$ cat config.mk
export PLATFORM = sky130hd
export DESIGN_NAME = adc_result_comparator
export DESIGN_NICKNAME = d
export VERILOG_FILES = /design/src/rtl/adc_cmp_pkg.sv /design/src/rtl/adc_cmp_eval.sv /design/src/rtl/adc_cmp_run.sv /design/src/rtl/adc_cmp_flags.sv /design/src/rtl/adc_result_comparator.sv
export SDC_FILE = /design/constraint.sdc
export NUM_CORES = 1
export LEC_CHECK = 0
export BUFFER_PORTS_ARGS = -buffer_cell sky130_fd_sc_hd__buf_2
export CAP_MARGIN = 30
export CORE_AREA = 2 2 87 72
export CTS_BUF_LIST = sky130_fd_sc_hd__clkbuf_8
export DETAILED_ROUTE_END_ITERATION = 16
export DIE_AREA = 0 0 89 74
export PLACE_DENSITY = 0.89
export SYNTH_ARGS = -nofsm -noshare
export SYNTH_HDL_FRONTEND = slang
export SYNTH_HIERARCHICAL = 1
export SYNTH_SLANG_ARGS = --single-unit
export TNS_END_PERCENT = 1
$ cat constraint.sdc
create_clock -name clk -period 4.55 [get_ports clk]
set_input_delay 0.6825 -clock clk [delete_from_list [all_inputs] [get_ports clk]]
set_output_delay 0.6825 -clock clk [all_outputs]
set_load 0.01 [all_outputs]
$ cat src/rtl/adc_cmp_pkg.sv
// Shared widths and types for the ADC result comparator.
// Assumes a result width of 12 bits, slot index of 5 bits and a
// 4-bit run-length field; all sub-blocks take their widths from here.
package adc_cmp_pkg;

    parameter int unsigned RES_W  = 12;  // conversion result width
    parameter int unsigned SLOT_W = 5;   // sample slot index width
    parameter int unsigned RUN_W  = 4;   // consecutive-count field width

    // Compare condition encoding, as seen on cfg_cond_ge.
    typedef enum logic {
        COND_BELOW   = 1'b0,
        COND_AT_OVER = 1'b1
    } cmp_cond_e;

    // Configuration of a single compare unit after unpacking.
    typedef struct packed {
        logic                  enable;
        logic [SLOT_W-1:0]     slot;
        cmp_cond_e             cond;
        logic [RES_W-1:0]      value;
        logic [RUN_W-1:0]      run_m1;
        logic                  irq_en;
    } unit_cfg_t;

endpackage

$ cat src/rtl/adc_cmp_eval.sv
// Threshold evaluator: tells whether a result meets one unit's condition.
// Purely combinational; it does not look at slot or valid, so a result
// can be tested against any unit's threshold regardless of its source.
module adc_cmp_eval
    import adc_cmp_pkg::*;
(
    input  logic [RES_W-1:0] data,
    input  logic [RES_W-1:0] value,
    input  cmp_cond_e        cond,
    output logic             met
);

    logic below;

    // Unsigned magnitude test shared by both condition forms.
    always_comb begin
        below = (data < value);
    end

    // Pick the requested form of the condition.
    always_comb begin
        unique case (cond)
            COND_BELOW:   met = below;
            COND_AT_OVER: met = !below;
            default:      met = 1'b0;
        endcase
    end

endmodule

$ cat src/rtl/adc_cmp_run.sv
// Consecutive-match run counter for one compare unit.
// Accepts a result only when it is valid and tagged with the unit's slot.
// A matching result either advances the run or, when it completes the
// programmed length, reports a hit and restarts the run at zero.
// A non-matching accepted result restarts the run. A disabled unit keeps
// its run at zero. Assumes run_m1 is stable while a run is in progress.
module adc_cmp_run
    import adc_cmp_pkg::*;
(
    input  logic              clk,
    input  logic              rst_n,
    input  logic              enable,
    input  logic              res_valid,
    input  logic [SLOT_W-1:0] res_slot,
    input  logic [SLOT_W-1:0] watch_slot,
    input  logic              matched,
    input  logic [RUN_W-1:0]  run_m1,
    output logic              hit
);

    logic [RUN_W-1:0] run_q;
    logic [RUN_W-1:0] run_d;
    logic             accept;
    logic             at_end;

    // Decide whether this cycle's result belongs to the unit.
    always_comb begin
        accept = enable && res_valid && (res_slot == watch_slot);
        at_end = (run_q == run_m1);
    end

    // Next run length and hit pulse.
    always_comb begin
        run_d = run_q;
        hit   = 1'b0;
        if (!enable) begin
            run_d = '0;
        end else if (accept) begin
            if (!matched) begin
                run_d = '0;
            end else if (at_end) begin
                run_d = '0;
                hit   = 1'b1;
            end else begin
                run_d = run_q + RUN_W'(1);
            end
        end
    end

    // Run length register.
    always_ff @(posedge clk) begin
        if (!rst_n) begin
            run_q <= '0;
        end else begin
            run_q <= run_d;
        end
    end

endmodule

$ cat src/rtl/adc_cmp_flags.sv
// Compare flag bank with write-one-to-clear and the combined interrupt.
// A hit on the same edge as a clear request wins, so no event is lost.
module adc_cmp_flags #(
    parameter int unsigned NUM_UNITS = 4
) (
    input  logic                 clk,
    input  logic                 rst_n,
    input  logic [NUM_UNITS-1:0] hit,
    input  logic [NUM_UNITS-1:0] clr,
    input  logic [NUM_UNITS-1:0] irq_en,
    output logic [NUM_UNITS-1:0] flag,
    output logic                 irq
);

    logic [NUM_UNITS-1:0] flag_q;

    // Hold, clear on request, set on hit (set has priority).
    always_ff @(posedge clk) begin
        if (!rst_n) begin
            flag_q <= '0;
        end else begin
            flag_q <= (flag_q & ~clr) | hit;
        end
    end

    // Drive the flag outputs and merge enabled flags into one request.
    always_comb begin
        flag = flag_q;
        irq  = |(flag_q & irq_en);
    end

endmodule

$ cat src/rtl/adc_result_comparator.sv
// ADC result threshold comparator: NUM_UNITS compare units, paired for
// window mode. Each unit evaluates its own threshold on every result; an
// even unit in window mode additionally requires its odd partner's
// condition on the same result. Run counters qualify results by slot.
// Assumes NUM_UNITS is even and configuration is changed only between runs.
module adc_result_comparator
    import adc_cmp_pkg::*;
#(
    parameter int unsigned NUM_UNITS = 4,
    parameter int unsigned NUM_PAIRS = NUM_UNITS / 2
) (
    input  logic                         clk,
    input  logic                         rst_n,
    input  logic                         res_valid,
    input  logic [SLOT_W-1:0]            res_slot,
    input  logic [RES_W-1:0]             res_data,
    input  logic [NUM_UNITS-1:0]         cfg_enable,
    input  logic [NUM_UNITS*SLOT_W-1:0]  cfg_src_slot,
    input  logic [NUM_UNITS-1:0]         cfg_cond_ge,
    input  logic [NUM_UNITS*RES_W-1:0]   cfg_value,
    input  logic [NUM_UNITS*RUN_W-1:0]   cfg_run_m1,
    input  logic [NUM_PAIRS-1:0]         cfg_pair_window,
    input  logic [NUM_UNITS-1:0]         cfg_irq_en,
    input  logic [NUM_UNITS-1:0]         flag_clr,
    output logic [NUM_UNITS-1:0]         cmp_flag,
    output logic                         cmp_irq
);

    unit_cfg_t            ucfg  [NUM_UNITS];
    logic [NUM_UNITS-1:0] own_met;
    logic [NUM_UNITS-1:0] run_met;
    logic [NUM_UNITS-1:0] hit;
    logic [NUM_UNITS-1:0] irq_en_v;

    for (genvar u = 0; u < NUM_UNITS; u++) begin : g_unit
        // Unpack this unit's fields from the flat configuration ports.
        always_comb begin
            ucfg[u].enable = cfg_enable[u];
            ucfg[u].slot   = cfg_src_slot[u*SLOT_W +: SLOT_W];
            ucfg[u].cond   = cmp_cond_e'(cfg_cond_ge[u]);
            ucfg[u].value  = cfg_value[u*RES_W +: RES_W];
            ucfg[u].run_m1 = cfg_run_m1[u*RUN_W +: RUN_W];
            ucfg[u].irq_en = cfg_irq_en[u];
            irq_en_v[u]    = ucfg[u].irq_en;
        end

        adc_cmp_eval u_eval (
            .data  (res_data),
            .value (ucfg[u].value),
            .cond  (ucfg[u].cond),
            .met   (own_met[u])
        );

        if ((u % 2) == 0) begin : g_even
            // Even unit: in window mode also needs the enabled partner's condition.
            always_comb begin
                if (cfg_pair_window[u/2]) begin
                    run_met[u] = own_met[u] && own_met[u+1] && ucfg[u+1].enable;
                end else begin
                    run_met[u] = own_met[u];
                end
            end
        end else begin : g_odd
            // Odd unit: always counts on its own condition.
            always_comb begin
                run_met[u] = own_met[u];
            end
        end

        adc_cmp_run u_run (
            .clk        (clk),
            .rst_n      (rst_n),
            .enable     (ucfg[u].enable),
            .res_valid  (res_valid),
            .res_slot   (res_slot),
            .watch_slot (ucfg[u].slot),
            .matched    (run_met[u]),
            .run_m1     (ucfg[u].run_m1),
            .hit        (hit[u])
        );
    end

    adc_cmp_flags #(
        .NUM_UNITS (NUM_UNITS)
    ) u_flags (
        .clk    (clk),
        .rst_n  (rst_n),
        .hit    (hit),
        .clr    (flag_clr),
        .irq_en (irq_en_v),
        .flag   (cmp_flag),
        .irq    (cmp_irq)
    );

endmodule

==> parameters.txt <==
Parameter                              Value

Clock tree
  Resized Gates After CTS ... 0
  Root Driver ... sky130_fd_sc_hd__clkbuf_8
  CTS Buf Count ... 3
  TritonCTS clock tree ... yes
  Post-CTS Repair Setup Buffers ... 0
  Count of clock tree sinks ... 20
  Total of hold buffers inserted after clock tree synthesis ... 0
  Insertion delay of the later-clocked pin in the worst-skew pair ... 270 ps
  Buffer levels on the longest clock path ... 2
  Clock-pin slew reported for the worst setup and hold paths after clock tree synthesis ... 80 ps
  H-tree depth reported by CTS ... 1

Critical path
  Endpoint of the worst register-to-register path ... g_unit[1].u_run/run_q[3]$_SDFFE_PN0P_
  Delay contributed by the slowest stage of the critical path ... 570 ps
  Cell repeated most along the worst path ... sky130_fd_sc_hd__o31ai_2
  Largest fanout of any net on the critical path ... 4
  Start of the worst register-to-register path ... g_unit[1].u_run/run_q[0]$_SDFFE_PN0P_
  R2r worst-path depth ... 4
  Critical path capture point type ... register
  Slack of the worst reg-to-reg path ... 3020 ps
  Class of the most critical setup path ... input pin to register
  Cell chain of the critical path ... buf_2, ha_1, a21oi_1, o21ai_1, a41oi_1, o31ai_2, xnor2_1, nand2_1, a21boi_1, inv_1, or4_4, o31ai_2
  Data required, critical path ... 4740 ps
  Slowest CP cell ... sky130_fd_sc_hd__or4_4
  Arrival time of data at the critical path endpoint ... 3260 ps
  Type of origin of the critical path ... input pin

GRT
  Number of global-route vias before repair ... 2948
  First-pass GRT wire length ... 12920 um
  GRT Residual Overflow ... 0
  Pin count of the biggest net entering global routing ... 25
  Overall routing resource usage ... 0.2476
  Initial antenna violation count ... 0

Floorplan
  Height of the die ... 74 um
  Ports ... 127
  Area enclosed by the die boundary ... 6586 um2
  Area of the placeable core ... 5756 um2
  Initial Util ... 0.5176
  X dimension of the die ... 89 um
  Num rows ... 25

Run
  Max-cap violations ... 0

Place
  Instance count after placement with tap cells included ... 542
  Buffers added on ports ... 126
  Post-DP HPWL ... 6691 um
  Weighted congestion reported at the end of routability-driven placement ... 0.9221

Min path
  Terminating pin of the worst hold path ... g_unit[3].u_run/run_q[3]$_SDFFE_PN0P_
  Hold Startpoint ... g_unit[3].u_run/run_q[3]$_SDFFE_PN0P_
  Cell depth of the worst hold path ... 2
  Classification of the worst-slack hold path ... register to register

Synthesis
  Combined area of all synthesized cells ... 2979 um2
  Flop and latch count out of synthesis ... 20
  Warning count from the yosys run ... 6
  Post-synthesis average cell area ... 8.893 um2
  Nets in the synthesized netlist ... 505
  Sequential share of the synthesized area ... 0.1344
  Cells after Synth ... 335
  Synth unique cells ... 33

Drt
  First-pass DRT Iterations ... 4
  Total number of vias ... 2960
  Final routed wirelength across all metal layers ... 7769 um
  DRC violations left ... 0
  Final antenna-violating net count ... 0
  Initial DRC Count ... 113
  Average vias per placed instance ... 5.421
  Final routed wire length divided by cell count ... 14.23 um

Finish
  Filler-free cell count of the finished design ... 546
  Fin nets ... 636
  Share of post-route cells with drive strength above 1 ... 0.3828
  Area grow syn2layout ... 26.96%
  Count of antenna diodes in the layout ... 0

Timing
  Relative slew slack ... 0.7048
  Time the worst path needs with I/O delays and setup ... 3068 ps
  Max Transition Viols Final ... 0
  Crit share post-route ... 0.6743
  Worst Skew ... 2.503 ps
  Worst Max-Slew Pin Slew ... 442.8 ps
  Setup violation total in the final timing report ... 0
  Worst Hold Slack ... 514.3 ps
  Hold violation count in the final report ... 0
  Unrepaired setup endpoints after global routing ... false
  Final-layout setup total negative slack ... 0 ps
  Maximum clock rate ... 0.3259 GHz

Outcome
  Outcome ... finished, final reports clean

Power and ir drop
  Cell area power density ... 166.0 nW/um2
  Maximum vdd ir drop ... 0.0001409 V
  Static power due to leakage ... 1.815 nW
==> worst max-delay path by stage <==
stage / to / startpoint / slack (ps)
global placement: g_unit[0].u_run/run_q[0]$_SDFFE_PN0P_ / res_data[2] / 1330
finish: g_unit[0].u_run/run_q[0]$_SDFFE_PN0P_ / res_data[2] / 1480
CTS: g_unit[0].u_run/run_q[0]$_SDFFE_PN0P_ / res_data[2] / 1510
floorplan: g_unit[0].u_run/run_q[0]$_SDFFE_PN0P_ / cfg_value[22] / 1640
global route: g_unit[2].u_run/run_q[0]$_SDFFE_PN0P_ / res_data[2] / 1280
detailed placement: g_unit[0].u_run/run_q[0]$_SDFFE_PN0P_ / res_data[2] / 1230
==> cells in the mapped netlist, drive strengths merged <==
| cell type | instances | area, um2 |
|---|---|---|
| o21a | 4 | 30.03 |
| a21oi | 20 | 100.1 |
| nand4b | 4 | 35.03 |
| o211ai | 4 | 50.05 |
| inv | 48 | 180.2 |
| nand2 | 35 | 131.4 |
| nor2b | 8 | 50.05 |
| a22oi | 2 | 15.01 |
| o21ai | 8 | 40.04 |
| nor3b | 4 | 30.03 |
| or3 | 4 | 25.02 |
| a41oi | 8 | 70.07 |
| nand3 | 20 | 150.1 |
| ha | 48 | 600.6 |
| o31ai | 8 | 100.1 |
| xnor2 | 40 | 515.5 |
| a21boi | 2 | 15.01 |
| and4 | 4 | 45.04 |
| nand4 | 8 | 110.1 |
| nor2 | 4 | 15.01 |
| a211oi | 8 | 80.08 |
| dfxtp | 20 | 400.4 |
| o2111ai | 8 | 70.07 |
| or4 | 8 | 75.07 |
| o22ai | 4 | 25.02 |
| nor3 | 4 | 20.02 |
==> critical path, delay by kind of cell <==
family	cells	cell delay, ps
xor gates and xnor gates	1	320
and+or+nand+nor	2	660
AOI/OAI and AO/OA	6	1050
buffers and inverters	2	240
adders and majority gates	1	290
==> registers in the layout, summed over array words and instances, names as in the netlist <==
register            cells
g_unit.u_run/run_q     16
u_flags/flag            4
==> kinds of logic after synthesis <==
| logic type | Yosys count | synth area share |
|---|---|---|
| XOR/XNOR | 40 | 0.1730 |
| buffers and inverters | 48 | 0.06048 |
| AO/OA/AOI/OAI | 76 | 0.1999 |
| AND/OR/NAND/NOR | 103 | 0.2306 |
| adder cells (fa/ha/maj) | 48 | 0.2016 |
| flip-flops | 20 | 0.1344 |
==> power breakdown <==
part           internal [W]  total [W]  switching [W]
clock              0.000118   0.000185      0.0000676
combinational      0.000126   0.000268       0.000142
sequential         0.000175   0.000175    0.000000140
==> per-stage QoR <==
stage / utilization / setup WS [ps] / total power (W) / instance area [um2]
after global placement: 0.6448 / 1327 / 0.0004329 / 3711
final: 0.6572 / 1482 / 0.0006280 / 3782
after CTS: 0.6572 / 1505 / 0.0006300 / 3782
after detailed placement: 0.6448 / 1229 / 0.0004452 / 3711
after floorplan: - / 1635 / 0.0003359 / 2979
after global routing: 0.6572 / 1278 / 0.0006667 / 3782
==> layout by cell type (no fill, tap or decap), types with 8 or more instances in the layout <==
cell | Yosys | layout
sky130_fd_sc_hd__nand2_1 | 35 | 35
sky130_fd_sc_hd__dfxtp_1 | 20 | 20
sky130_fd_sc_hd__o31ai_2 | 8 | 8
sky130_fd_sc_hd__o2111ai_1 | 8 | 8
sky130_fd_sc_hd__inv_1 | 48 | 48
sky130_fd_sc_hd__nand3_1 | 16 | 16
sky130_fd_sc_hd__ha_1 | 48 | 48
sky130_fd_sc_hd__buf_2 | 0 | 126
sky130_fd_sc_hd__a41oi_1 | 8 | 8
sky130_fd_sc_hd__a21oi_1 | 20 | 20
sky130_fd_sc_hd__nor2b_1 | 8 | 8
sky130_fd_sc_hd__xnor2_2 | 12 | 12
sky130_fd_sc_hd__xnor2_1 | 24 | 24
==> routing by layer <==
layer / vias up / share of wire / global-route usage / wire length (um)
met2: 106 / 0.49 / 0.4353 / 3843
met3: 19 / 0.060 / 0.03108 / 465
met4: 0 / 0.023 / 0.08624 / 180
li1: 1492 / - / - / -
met5: - / 0 / 0 / 0
met1: 1343 / 0.42 / 0.3146 / 3280
==> area by class of cell <==
type | count | area (um2)
fill | 495 | 1973
tap | 81 | 101.3
clock inverter | 1 | 30.03
multi-input combinational | 267 | 2399
timing repair buffer | 126 | 630.6
inverter | 48 | 180.2
sequential | 20 | 400.4
clock buffer | 3 | 41.29
Power figures use the tool's default switching activity.
